## src/rtl/synth_loader_pkg.sv

```systemverilog
package synth_loader_pkg;

    localparam int THR_W  = 4;
    localparam int TRIM_W = 6;

    typedef enum logic [0:0] {
        S_WORD_SHIFT = 1'b0,
        S_TRIM_SHIFT = 1'b1
    } ld_state_t;

    typedef enum logic [1:0] {
        SEL_CTRL   = 2'b00,
        SEL_RXDIV  = 2'b01,
        SEL_REFDIV = 2'b10,
        SEL_TXDIV  = 2'b11
    } reg_sel_t;

    typedef struct packed {
        logic tx_loop_save;
        logic comp_mute;
        logic comp_off;
        logic exp_mute;
        logic exp_off;
        logic status_sel;
        logic batt_det_save;
        logic rx_save;
        logic test_hi;
        logic test_lo;
    } ctl_flags_t;

endpackage

```

## src/rtl/synth_loader_sync.sv

```systemverilog
module synth_loader_sync #(
    parameter int LINES  = 3,
    parameter int STAGES = 2
) (
    input  logic             clk,
    input  logic             rst_n,
    input  logic [LINES-1:0] raw,
    output logic [LINES-1:0] lvl,
    output logic [LINES-1:0] dly
);

    for (genvar g = 0; g < LINES; g++) begin : g_line
        logic [STAGES:0] pipe;

        always_ff @(posedge clk or negedge rst_n) begin
            if (!rst_n) begin
                pipe <= '0;
            end else begin
                pipe <= {pipe[STAGES-1:0], raw[g]};
            end
        end

        assign lvl[g] = pipe[STAGES-1];
        assign dly[g] = pipe[STAGES];
    end

endmodule

```

## src/rtl/synth_loader_shift.sv

```systemverilog
module synth_loader_shift #(
    parameter int WORD_W = 16,
    parameter int CNT_W  = 5
) (
    input  logic              clk,
    input  logic              rst_n,
    input  logic              bit_tick,
    input  logic              bit_val,
    input  logic              clear,
    output logic [WORD_W-1:0] shreg,
    output logic [CNT_W-1:0]  bit_cnt,
    output logic              lead_bit
);

    localparam logic [CNT_W-1:0] CNT_MAX = '1;

    always_ff @(posedge clk or negedge rst_n) begin
        if (!rst_n) begin
            shreg    <= '0;
            bit_cnt  <= '0;
            lead_bit <= 1'b0;
        end else if (clear) begin
            shreg    <= '0;
            bit_cnt  <= '0;
            lead_bit <= 1'b0;
        end else if (bit_tick) begin
            shreg <= {shreg[WORD_W-2:0], bit_val};
            if (bit_cnt == '0) begin
                lead_bit <= bit_val;
            end
            if (bit_cnt != CNT_MAX) begin
                bit_cnt <= bit_cnt + 1'b1;
            end
        end
    end

endmodule

```

## src/rtl/synth_loader_fsm.sv

```systemverilog
module synth_loader_fsm
    import synth_loader_pkg::*;
#(
    parameter int CNT_W      = 5,
    parameter int WORD_W     = 16,
    parameter int TRIM_SHORT = 12,
    parameter int TRIM_LONG  = 16
) (
    input  logic             clk,
    input  logic             rst_n,
    input  logic             en_rise,
    input  logic             en_fall,
    input  logic [CNT_W-1:0] bit_cnt,
    input  logic             lead_bit,
    output ld_state_t        state,
    output logic             word_load,
    output logic             trim_load,
    output logic             frame_end
);

    localparam logic [CNT_W-1:0] WORD_LEN  = CNT_W'(WORD_W);
    localparam logic [CNT_W-1:0] SHORT_LEN = CNT_W'(TRIM_SHORT);
    localparam logic [CNT_W-1:0] LONG_LEN  = CNT_W'(TRIM_LONG);

    ld_state_t state_nx;

    always_ff @(posedge clk or negedge rst_n) begin
        if (!rst_n) begin
            state <= S_WORD_SHIFT;
        end else begin
            state <= state_nx;
        end
    end

    always_comb begin
        state_nx = state;
        unique case (state)
            S_WORD_SHIFT: if (en_rise) state_nx = S_TRIM_SHIFT;
            S_TRIM_SHIFT: if (en_fall) state_nx = S_WORD_SHIFT;
        endcase
    end

    always_comb begin
        word_load = 1'b0;
        trim_load = 1'b0;
        unique case (state)
            S_WORD_SHIFT: word_load = en_rise && (bit_cnt >= WORD_LEN);
            S_TRIM_SHIFT: trim_load = en_fall && lead_bit &&
                                      ((bit_cnt == SHORT_LEN) || (bit_cnt == LONG_LEN));
        endcase
    end

    assign frame_end = en_rise | en_fall;

endmodule

```

## src/rtl/synth_loader_regs.sv

```systemverilog
module synth_loader_regs
    import synth_loader_pkg::*;
#(
    parameter int WORD_W  = 16,
    parameter int DIV_MIN = 16,
    parameter int RX_DEF  = 7215,
    parameter int TX_DEF  = 9966,
    parameter int REF_DEF = 2048
) (
    input  logic              clk,
    input  logic              rst_n,
    input  logic              word_load,
    input  logic              trim_load,
    input  logic [WORD_W-1:0] shreg,
    output ctl_flags_t        ctl,
    output logic [WORD_W-3:0] rx_ratio,
    output logic [WORD_W-3:0] tx_ratio,
    output logic [WORD_W-5:0] ref_ratio,
    output logic [1:0]        region_sel,
    output logic [THR_W-1:0]  batt_thresh,
    output logic [TRIM_W-1:0] osc_trim
);

    localparam int RATIO_W = WORD_W - 2;
    localparam int REF_W   = RATIO_W - 2;

    reg_sel_t           sel;
    logic [RATIO_W-1:0] ratio_f;
    logic [REF_W-1:0]   ref_f;
    logic               ratio_ok;
    logic               ref_ok;
    ctl_flags_t         ctl_f;

    assign sel      = reg_sel_t'(shreg[WORD_W-1 -: 2]);
    assign ratio_f  = shreg[RATIO_W-1:0];
    assign ref_f    = shreg[REF_W-1:0];
    assign ratio_ok = ratio_f >= RATIO_W'(DIV_MIN);
    assign ref_ok   = ref_f >= REF_W'(DIV_MIN);
    assign ctl_f    = '{tx_loop_save:  shreg[12], comp_mute: shreg[11],
                        comp_off:      shreg[10], exp_mute:  shreg[9],
                        exp_off:       shreg[8],  status_sel: shreg[7],
                        batt_det_save: shreg[6],  rx_save:   shreg[5],
                        test_hi:       shreg[1],  test_lo:   shreg[0]};

    always_ff @(posedge clk or negedge rst_n) begin
        if (!rst_n) begin
            ctl         <= '0;
            rx_ratio    <= RATIO_W'(RX_DEF);
            tx_ratio    <= RATIO_W'(TX_DEF);
            ref_ratio   <= REF_W'(REF_DEF);
            region_sel  <= '0;
            batt_thresh <= '0;
            osc_trim    <= '0;
        end else begin
            if (word_load) begin
                unique case (sel)
                    SEL_CTRL:   ctl <= ctl_f;
                    SEL_RXDIV:  if (ratio_ok) rx_ratio <= ratio_f;
                    SEL_TXDIV:  if (ratio_ok) tx_ratio <= ratio_f;
                    SEL_REFDIV: if (ref_ok) begin
                        ref_ratio  <= ref_f;
                        region_sel <= shreg[RATIO_W-1 -: 2];
                    end
                endcase
            end
            if (trim_load) begin
                batt_thresh <= shreg[THR_W+TRIM_W-1:TRIM_W];
                osc_trim    <= shreg[TRIM_W-1:0];
            end
        end
    end

endmodule

```

## src/rtl/synth_loader.sv

```systemverilog
module synth_loader
    import synth_loader_pkg::*;
#(
    parameter int WORD_W      = 16,
    parameter int TRIM_SHORT  = 12,
    parameter int TRIM_LONG   = 16,
    parameter int CNT_W       = 5,
    parameter int SYNC_STAGES = 2,
    parameter int DIV_MIN     = 16,
    parameter int RX_DEF      = 7215,
    parameter int TX_DEF      = 9966,
    parameter int REF_DEF     = 2048
) (
    input  logic              clk,
    input  logic              rst_n,
    input  logic              host_sclk,
    input  logic              host_sdata,
    input  logic              host_sen,
    output logic              tx_loop_save,
    output logic              comp_mute,
    output logic              comp_off,
    output logic              exp_mute,
    output logic              exp_off,
    output logic              status_sel,
    output logic              batt_det_save,
    output logic              rx_save,
    output logic [1:0]        test_mode,
    output logic [WORD_W-3:0] rx_ratio,
    output logic [WORD_W-3:0] tx_ratio,
    output logic [WORD_W-5:0] ref_ratio,
    output logic [1:0]        region_sel,
    output logic [THR_W-1:0]  batt_thresh,
    output logic [TRIM_W-1:0] osc_trim
);

    logic [2:0]        line_lvl;
    logic [2:0]        line_dly;
    logic              sclk_rise;
    logic              en_rise;
    logic              en_fall;
    logic              data_bit;
    logic              sync_unused;
    logic [WORD_W-1:0] shreg;
    logic [CNT_W-1:0]  bit_cnt;
    logic              lead_bit;
    ld_state_t         state;
    logic              word_load;
    logic              trim_load;
    logic              frame_end;
    ctl_flags_t        ctl;

    synth_loader_sync #(.LINES(3), .STAGES(SYNC_STAGES)) u_sync (
        .clk   (clk),
        .rst_n (rst_n),
        .raw   ({host_sen, host_sdata, host_sclk}),
        .lvl   (line_lvl),
        .dly   (line_dly)
    );

    assign sclk_rise   = line_lvl[0] & ~line_dly[0];
    assign data_bit    = line_lvl[1];
    assign en_rise     = line_lvl[2] & ~line_dly[2];
    assign en_fall     = ~line_lvl[2] & line_dly[2];
    assign sync_unused = line_dly[1];

    synth_loader_shift #(.WORD_W(WORD_W), .CNT_W(CNT_W)) u_shift (
        .clk      (clk),
        .rst_n    (rst_n),
        .bit_tick (sclk_rise),
        .bit_val  (data_bit),
        .clear    (frame_end),
        .shreg    (shreg),
        .bit_cnt  (bit_cnt),
        .lead_bit (lead_bit)
    );

    synth_loader_fsm #(
        .CNT_W(CNT_W), .WORD_W(WORD_W),
        .TRIM_SHORT(TRIM_SHORT), .TRIM_LONG(TRIM_LONG)
    ) u_fsm (
        .clk       (clk),
        .rst_n     (rst_n),
        .en_rise   (en_rise),
        .en_fall   (en_fall),
        .bit_cnt   (bit_cnt),
        .lead_bit  (lead_bit),
        .state     (state),
        .word_load (word_load),
        .trim_load (trim_load),
        .frame_end (frame_end)
    );

    synth_loader_regs #(
        .WORD_W(WORD_W), .DIV_MIN(DIV_MIN),
        .RX_DEF(RX_DEF), .TX_DEF(TX_DEF), .REF_DEF(REF_DEF)
    ) u_regs (
        .clk         (clk),
        .rst_n       (rst_n),
        .word_load   (word_load),
        .trim_load   (trim_load),
        .shreg       (shreg),
        .ctl         (ctl),
        .rx_ratio    (rx_ratio),
        .tx_ratio    (tx_ratio),
        .ref_ratio   (ref_ratio),
        .region_sel  (region_sel),
        .batt_thresh (batt_thresh),
        .osc_trim    (osc_trim)
    );

    assign tx_loop_save  = ctl.tx_loop_save;
    assign comp_mute     = ctl.comp_mute;
    assign comp_off      = ctl.comp_off;
    assign exp_mute      = ctl.exp_mute;
    assign exp_off       = ctl.exp_off;
    assign status_sel    = ctl.status_sel;
    assign batt_det_save = ctl.batt_det_save;
    assign rx_save       = ctl.rx_save;
    assign test_mode     = {ctl.test_hi, ctl.test_lo};

endmodule

```

## config.mk

```make
export PLATFORM = sky130hd
export DESIGN_NAME = synth_loader
export DESIGN_NICKNAME = d
export VERILOG_FILES = /design/src/rtl/synth_loader_pkg.sv /design/src/rtl/synth_loader_sync.sv /design/src/rtl/synth_loader_shift.sv /design/src/rtl/synth_loader_fsm.sv /design/src/rtl/synth_loader_regs.sv /design/src/rtl/synth_loader.sv
export SDC_FILE = /design/constraint.sdc
export NUM_CORES = 1
export LEC_CHECK = 0
export BUFFER_PORTS_ARGS = -buffer_cell sky130_fd_sc_hd__buf_2
export CAP_MARGIN = 20
export CORE_ASPECT_RATIO = 1.1
export CORE_MARGIN = 2
export CORE_UTILIZATION = 52
export CTS_BUF_LIST = sky130_fd_sc_hd__clkbuf_4 sky130_fd_sc_hd__clkbuf_8
export DETAILED_ROUTE_END_ITERATION = 12
export HOLD_SLACK_MARGIN = 0.12
export PLACE_DENSITY = 0.78
export SYNTH_ARGS = -nofsm -noshare
export SYNTH_HDL_FRONTEND = slang
export SYNTH_HIERARCHICAL = 1
export SYNTH_SLANG_ARGS = --single-unit
```

## constraint.sdc

```tcl
create_clock -name clk -period 2.02 [get_ports clk]
set_input_delay 0.303 -clock clk [delete_from_list [all_inputs] [get_ports clk]]
set_output_delay 0.303 -clock clk [all_outputs]
set_load 0.01 [all_outputs]
```

==> results by group, run 1 <==
Drt
  – Detailed-router iteration count before antenna repair: 4
  – Via density: around 5.5
  – DRT Wirelength: 7.66 mm
  – DRC viols: 0
  – Average wire per standard cell: approximately 18 um
  – Iter 0 DRT Violations: a little over 100
  – Vias: approximately 2300
  – Antenna-violating nets left: 0

GRT
  – Vias in the first global route: 2371
  – Met3 GRT Util: under 10%
  – GR peak layer: met2
  – GRT Total Usage: about a fifth
  – First-pass GRT wire length: approximately 12 mm
  – Met1 Resource Use GR: between 20 and 30%
  – Initial antenna violation count: 0
  – GRT met2 Usage: between 30% and 40%
  – Grt total ovfl: 0
  – Pin count of the biggest net entering global routing: 53

STA
  – Total negative slack: 0 ns
  – Fin crit period: 1.96 ns
  – RSZ-0062 raised after global routing: no
  – Final cycle utilization of the critical path: 96.8%
  – Setup Skew: 0.0166 ns
  – Slew headroom: between 70% and 80%
  – Endpoints failing setup: 0
  – Final Max Tran Viols: 0
  – Transition time at the pin with the least slew margin: 0.448 ns
  – Final Hold Vio Count: 0
  – Max Clk Rate: between 500 and 600 MHz
  – Final WS setup: about 0.064 ns

Floorplanning
  – Io pins: between 60 and 70
  – Row Count: 32
  – Initial Utilization: between 50% and 60%
  – Die Area: ~8000 um^2
  – Die width: between 80 and 90 um
  – Chip Height: roughly 93 um
  – Core outline area: ~7000 um^2

Clock tree
  – Clock slew at reported path FFs: ~0.090 ns
  – CTS sink cnt: 93
  – H-tree depth: 3
  – TritonCTS clock tree: yes
  – CTS Buf Count: 9
  – Clk_lat worst skew: ~0.36 ns
  – CTS root buffer: clkbuf_8
  – Max Buffers Root-to-Sink: 2

Cells and area
  – Diodes inserted: 0
  – Post-Layout Cell Count: 430
  – Syn-to-layout area delta: 20.0%
  – Design area: between 4000 and 5000 um^2
  – Layout fillers: 508
  – Nets@finish: between 300 and 400
  – Share of cells above drive strength 1: roughly half

Power and ir drop
  – VDD IR max: slightly above 500 uV
  – Pwr per Cell Area: 719 nW/um^2
  – Total Power: 3.26 mW
  – P_leak: around 2.4 nW

Worst setup path
  – WP data required: between 2 and 2.5 ns
  – Crit start category: register
  – Arr. time, crit path: ~2.2 ns
  – Max Fanout on Critical Path: 7
  – CP Capture Type: register
  – Crit path kind: reg -> reg

Logic synthesis
  – Syn Area/Cell: roughly 15 um^2
  – Cells after synthesis: 255
  – YS warnings: 6
  – Mapped Area: between 3000 and 4000 um^2
  – Synthesized Nets: 263

Run status
  – Run status: complete, no violations

Place
  – Placed cell count: 408
  – Post-DP HPWL: approximately 5 mm
  – Port buffer count: between 60 and 70
  – Cell area after placement: between 4000 and 5000 um^2
  – Placer Congestion: 0.745
  – Worst slack, placed: -0.0167 ns

Min path
  – Hold WC Path Type: reg -> reg

Flow run
  – Max_cap viols: 0
==> layer usage <==
metal  routed length [um]  vias up
met5                    0        -
met4                  125        0
met3                  327        8
met2                 3710       61
met1                 3500     1194
li1                     -     1083
==> final timing paths <==
check	to	start	slack, ns	cells after the start
max	u_regs/ref_ratio[1]	u_shift/shreg[10]	0.06	3
min	u_sync/g_line[2].pipe[1]	u_sync/g_line[2].pipe[0]	0.35	0
max reg2reg	u_regs/ref_ratio[1]	u_shift/shreg[10]	0.06	3
min reg2reg	u_sync/g_line[2].pipe[1]	u_sync/g_line[2].pipe[0]	0.35	0
max in group asynchronous	u_regs/tx_ratio[10]	rst_n	0.99	3
min in group asynchronous	u_shift/shreg[8]	rst_n	0.40	2
==> sequential cells by signal, summed over array words and instances (netlist names) <==
name / cells
u_fsm/state: 1
u_regs/batt_thresh: 4
u_regs/ctl: 10
u_regs/osc_trim: 6
u_regs/ref_ratio: 12
u_regs/region_sel: 2
u_regs/rx_ratio: 14
u_regs/tx_ratio: 14
u_shift/bit_cnt: 5
u_shift/lead_bit: 1
u_shift/shreg: 16
u_sync/g_line.pipe: 8
==> metrics by stage <==
step | hold WS (ns) | utilization [%]
2_1_floorplan | 0.00741 | -
3_3_place_gp | 0.227 | 60.9
3_5_place_dp | 0.225 | 60.9
4_1_cts | 0.356 | 64.5
5_1_grt | 0.379 | 64.7
6_report | 0.354 | 64.7
==> report_power, final <==
| group | internal, mW | total [mW] | switching [mW] | leakage, nW |
|---|---|---|---|---|
| clock network | 0.595 | 1.25 | 0.651 | 0.101 |
| logic | 0.0421 | 0.115 | 0.0730 | 1.08 |
| registers | 1.88 | 1.90 | 0.0168 | 1.21 |
==> layout make-up <==
cell class	count	area (um^2)	area share, %
well taps	85	106	2.35
flip-flops and latches	93	2350	51.9
inverters	3	11.3	0.249
clock buffers	10	131	2.90
clock inverters	6	68.8	1.52
multi-input cells	141	1310	29.0
repair buffers	92	551	12.2
==> critical path: stages, from the launching register on <==
cell and delay [ns]:
dfrtp_1 0.38, or4_1 0.69, o2111a_2 0.44, mux2_4 0.33
==> layout by cell type (no fill, tap or decap), types with 2 or more instances in the layout <==
cell / instances
a21oi_1: 2
a22o_1: 20
and3_1: 3
and3b_1: 2
buf_2: 65
buf_4: 22
clkbuf_8: 9
dfrtp_1: 75
dfstp_2: 18
dlygate4sd3_1: 4
ha_1: 3
inv_1: 3
inv_6: 2
mux2_2: 32
mux2_4: 10
mux2i_1: 18
nand3b_1: 2
nor2_1: 21
o2111a_2: 2
o31ai_1: 4
o31ai_4: 2
or2_2: 2
==> what timing repair did <==
item | in CTS | in global routing
cloned | 1 | 0
hold buffers | 4 | 0
setup buffers | 0 | 1
endpoints found under the hold margin | 25 | 0
pin swaps | 1 | 2
gates resized for setup | 1 | 1
setup endpoints to repair | 13 | 15
(Power assumes the default switching activity.)
==> run 2, diff against run 1 <==
--- a/config.mk
+++ b/config.mk
@@ -7,3 +7,2 @@
 export LEC_CHECK = 0
-export BUFFER_PORTS_ARGS = -buffer_cell sky130_fd_sc_hd__buf_2
 export CAP_MARGIN = 20
@@ -11,5 +10,6 @@
 export CORE_MARGIN = 2
-export CORE_UTILIZATION = 52
+export CORE_UTILIZATION = 59
 export CTS_BUF_LIST = sky130_fd_sc_hd__clkbuf_4 sky130_fd_sc_hd__clkbuf_8
 export DETAILED_ROUTE_END_ITERATION = 12
+export DONT_BUFFER_PORTS = 1
 export HOLD_SLACK_MARGIN = 0.12
==> constraint.sdc (replaced) <==
create_clock -name clk -period 2.02 [get_ports clk]
set_input_delay 0.404 -clock clk [delete_from_list [all_inputs] [get_ports clk]]
set_output_delay 0.404 -clock clk [all_outputs]
set_load 0.01 [all_outputs]
==> results by group, run 2 (synthesized netlist as in run 1, its figures left out) <==
Run status
  – Run status: finished with violations
  – Failing checks: hold timing

Cells and area
  – Diodes inserted: 0 (unchanged)
  – Share of cells above drive strength 1: 39.1% (-12 points)
  – Fin util: 67.7% (+3.0 points)
  – Footprint of the multi-input gates: 1310 um^2 (unchanged)
  – Syn-to-layout area delta: 11.0%
  – Biggest regs: u_shift/shreg: 16 flops, u_regs/rx_ratio: 14 flops, u_regs/tx_ratio: 14 flops
  – Register area: 2350 um^2 (unchanged)
  – Most common cell after layout, fill and taps aside: dfrtp_1
  – Post-Layout Cell Count: 356 (-17%)
  – Commonest non-fill, non-tap cells in the layout: dfrtp_1 (75), mux2_2 (32), nor2_1 (21)
  – Layout fillers: 451 (-11%)
  – Nets@finish: 279 (-20%)
  – Max reg flops: 16 (unchanged)
  – Top reg by flops: u_shift/shreg

Drt
  – Via density: 5.89 (+7.9%)
  – Vias: 2096 (-11%)
  – Average wire per standard cell: 20.9 um (+18%)
  – DRT Wirelength: 7.46 mm (-2.7%)
  – DRC viols: 0 (unchanged)
  – Antenna-violating nets left: 0 (unchanged)
  – Iter 0 DRT Violations: 98 (-4.9%)
  – Detailed-router iteration count before antenna repair: 4 (unchanged)

Floorplanning
  – Die Area: 7060 um^2 (-11%)
  – Io pins: 67 (unchanged)
  – Initial Utilization: 61.0% (+7.1 points)
  – Core outline area: 6190 um^2 (-12%)
  – Die width: 80.3 um (-5.8%)
  – Chip Height: 87.9 um (-5.9%)
  – Row Count: 30 (-6.3%)

STA
  – Fin crit period: 1.98 ns (+0.0289 ns)
  – Total negative slack: 0 ns (unchanged)
  – Endpoints failing setup: 0 (unchanged)
  – Setup Skew: 0.0112 ns (-0.00541 ns)
  – Final cycle utilization of the critical path: 98.3% (+1.4 points)
  – Final Max Tran Viols: 0 (unchanged)
  – Max Clk Rate: 504 MHz (-1.5%)
  – Hold Worst Slack: -0.268 ns (-0.622 ns)
  – Slew headroom: 68.0% (-2.1 points)
  – Final Hold Vio Count: 93 (+93)
  – Transition time at the pin with the least slew margin: 0.477 ns (+0.0296 ns)

GRT
  – GRT Total Usage: 22.2% (+2.0 points)
  – GRT met2 Usage: 34.1% (+3.4 points)
  – First-pass GRT wire length: 11.4 mm (-7.1%)
  – Vias in the first global route: 2051 (-13%)
  – Pin count of the biggest net entering global routing: 94 (+77%)
  – GR peak layer: met2
  – Grt total ovfl: 0 (unchanged)
  – Met3 GRT Util: 5.77% (+1.2 points)
  – Met1 Resource Use GR: 30.2% (+1.9 points)
  – Initial antenna violation count: 0 (unchanged)

Worst setup path
  – Worst reg2reg path startpoint: u_shift/shreg[7]
  – Arr. time, crit path: 2.23 ns (+0.04 ns)
  – R2R Setup Slk: 0.04 ns (-0.03 ns)
  – Reg2reg end: u_regs/tx_ratio[0]
  – Reg2reg path depth: 4 (+1)
  – Crit path kind: reg -> reg
  – CP peak stage delay: 0.68 ns (about the same)
  – Crit start category: register
  – CP Cell Sequence: or4_1 > o31ai_4 > buf_12 > mux2_2
  – CP bufs+invs: 1 (+1)
  – Max Fanout on Critical Path: 7 (unchanged)
  – WP data required: 2.26 ns (about the same)
  – Critical path's slowest cell: or4_1
  – CP Capture Type: register
  – CP delay by family, top: simple AND/OR/NAND/NOR gates

Clock tree
  – CTS sink cnt: 93 (unchanged)
  – Postcts setup bufs: 0 (unchanged)
  – H-tree depth: 3 (unchanged)
  – CTS Buf Count: 9 (unchanged)
  – Clk_lat worst skew: 0.36 ns (about the same)
  – CTS root buffer: clkbuf_8
  – TritonCTS clock tree: yes
  – Max Buffers Root-to-Sink: 2 (unchanged)
  – CTS hold repair buffers: 3 (-1)
  – Clock slew at reported path FFs: 0.09 ns (about the same)

Flow run
  – Max_cap viols: 0 (unchanged)

Power and ir drop
  – Total Power: 3.36 mW (+3.1%)
  – P_leak: 2.02 nW (-15%)
  – VDD IR max: 520 uV (+1.8%)
  – Pwr per Cell Area: 802 nW/um^2 (+11%)

Min path
  – Hold WC Path Type: in -> async

Place
  – Placer Congestion: 0.752 (+1.0%)
  – Placed cell count: 336 (-18%)
  – Post-DP HPWL: 4.82 mm (-4.6%)
  – Port buffer count: 0 (-100%)
-- run 2: cell count changes in the layout (fill, tap and decap cells not counted), sizes merged --
cell / before / now
buf: 88 / 20
clkinv: 2 / 0
bufinv: 1 / 2
dlygate4sd3: 4 / 3
inv: 5 / 6
-- run 2: how the worst max path moves through the flow --
stage / start / endpoint / cells past startpoint
final: u_shift/shreg[7] / u_regs/tx_ratio[0] / 4
after floorplan: u_shift/shreg[10] / u_regs/ref_ratio[10] / 5
after global placement: u_shift/shreg[10] / u_regs/ref_ratio[7] / 3
after detailed placement: u_shift/shreg[10] / u_regs/ref_ratio[3] / 3
after CTS: u_shift/shreg[7] / u_regs/ref_ratio[10] / 3
after global routing: u_shift/shreg[6] / u_regs/tx_ratio[0] / 4
-- run 2: report_power, final --
group          leakage [nW]  total, mW  internal, mW  switching, mW
registers              1.21       1.90          1.88         0.0180
logic                 0.699     0.0690        0.0315         0.0376
clock network         0.111       1.39         0.725          0.669
total                  2.02       3.36          2.64          0.724
-- run 2: repair_timing --
action                                  in CTS  in global routing
pin swaps                                    1                  1
gates resized for setup                      1                  1
endpoints found under the setup margin      11                 13
cloned                                       0                  1
endpoints found under the hold margin       96                 93
-- run 2: layer usage --
layer	wire length, um	share of wire [%]	vias up
li1	-	-	944
met1	3280	44	1089
met2	3730	50	54
met3	354	4.7	9
met4	91	1.2	0
met5	0	0	-
-- run 2: cell type report --
| cell class | count | share of cell area, % |
|---|---|---|
| flip-flops and latches | 93 | 56.1 |
| multi-input cells | 141 | 31.3 |
| repair buffers | 23 | 4.60 |
| clock buffers | 10 | 3.13 |
| well taps | 80 | 2.39 |
| clock inverters | 6 | 2.24 |
| inverters | 3 | 0.269 |
-- run 2: through the flow --
| stage | setup WS [ns] | area, um^2 |
|---|---|---|
| 2_1_floorplan | 0.0536 | 3780 |
| 3_3_place_gp | 0.0338 | 3920 |
| 3_5_place_dp | -0.0147 | 3920 |
| 4_1_cts | 0.00274 | 4180 |
| 5_1_grt | -0.000210 | 4190 |
| 6_report | 0.0352 | 4190 |
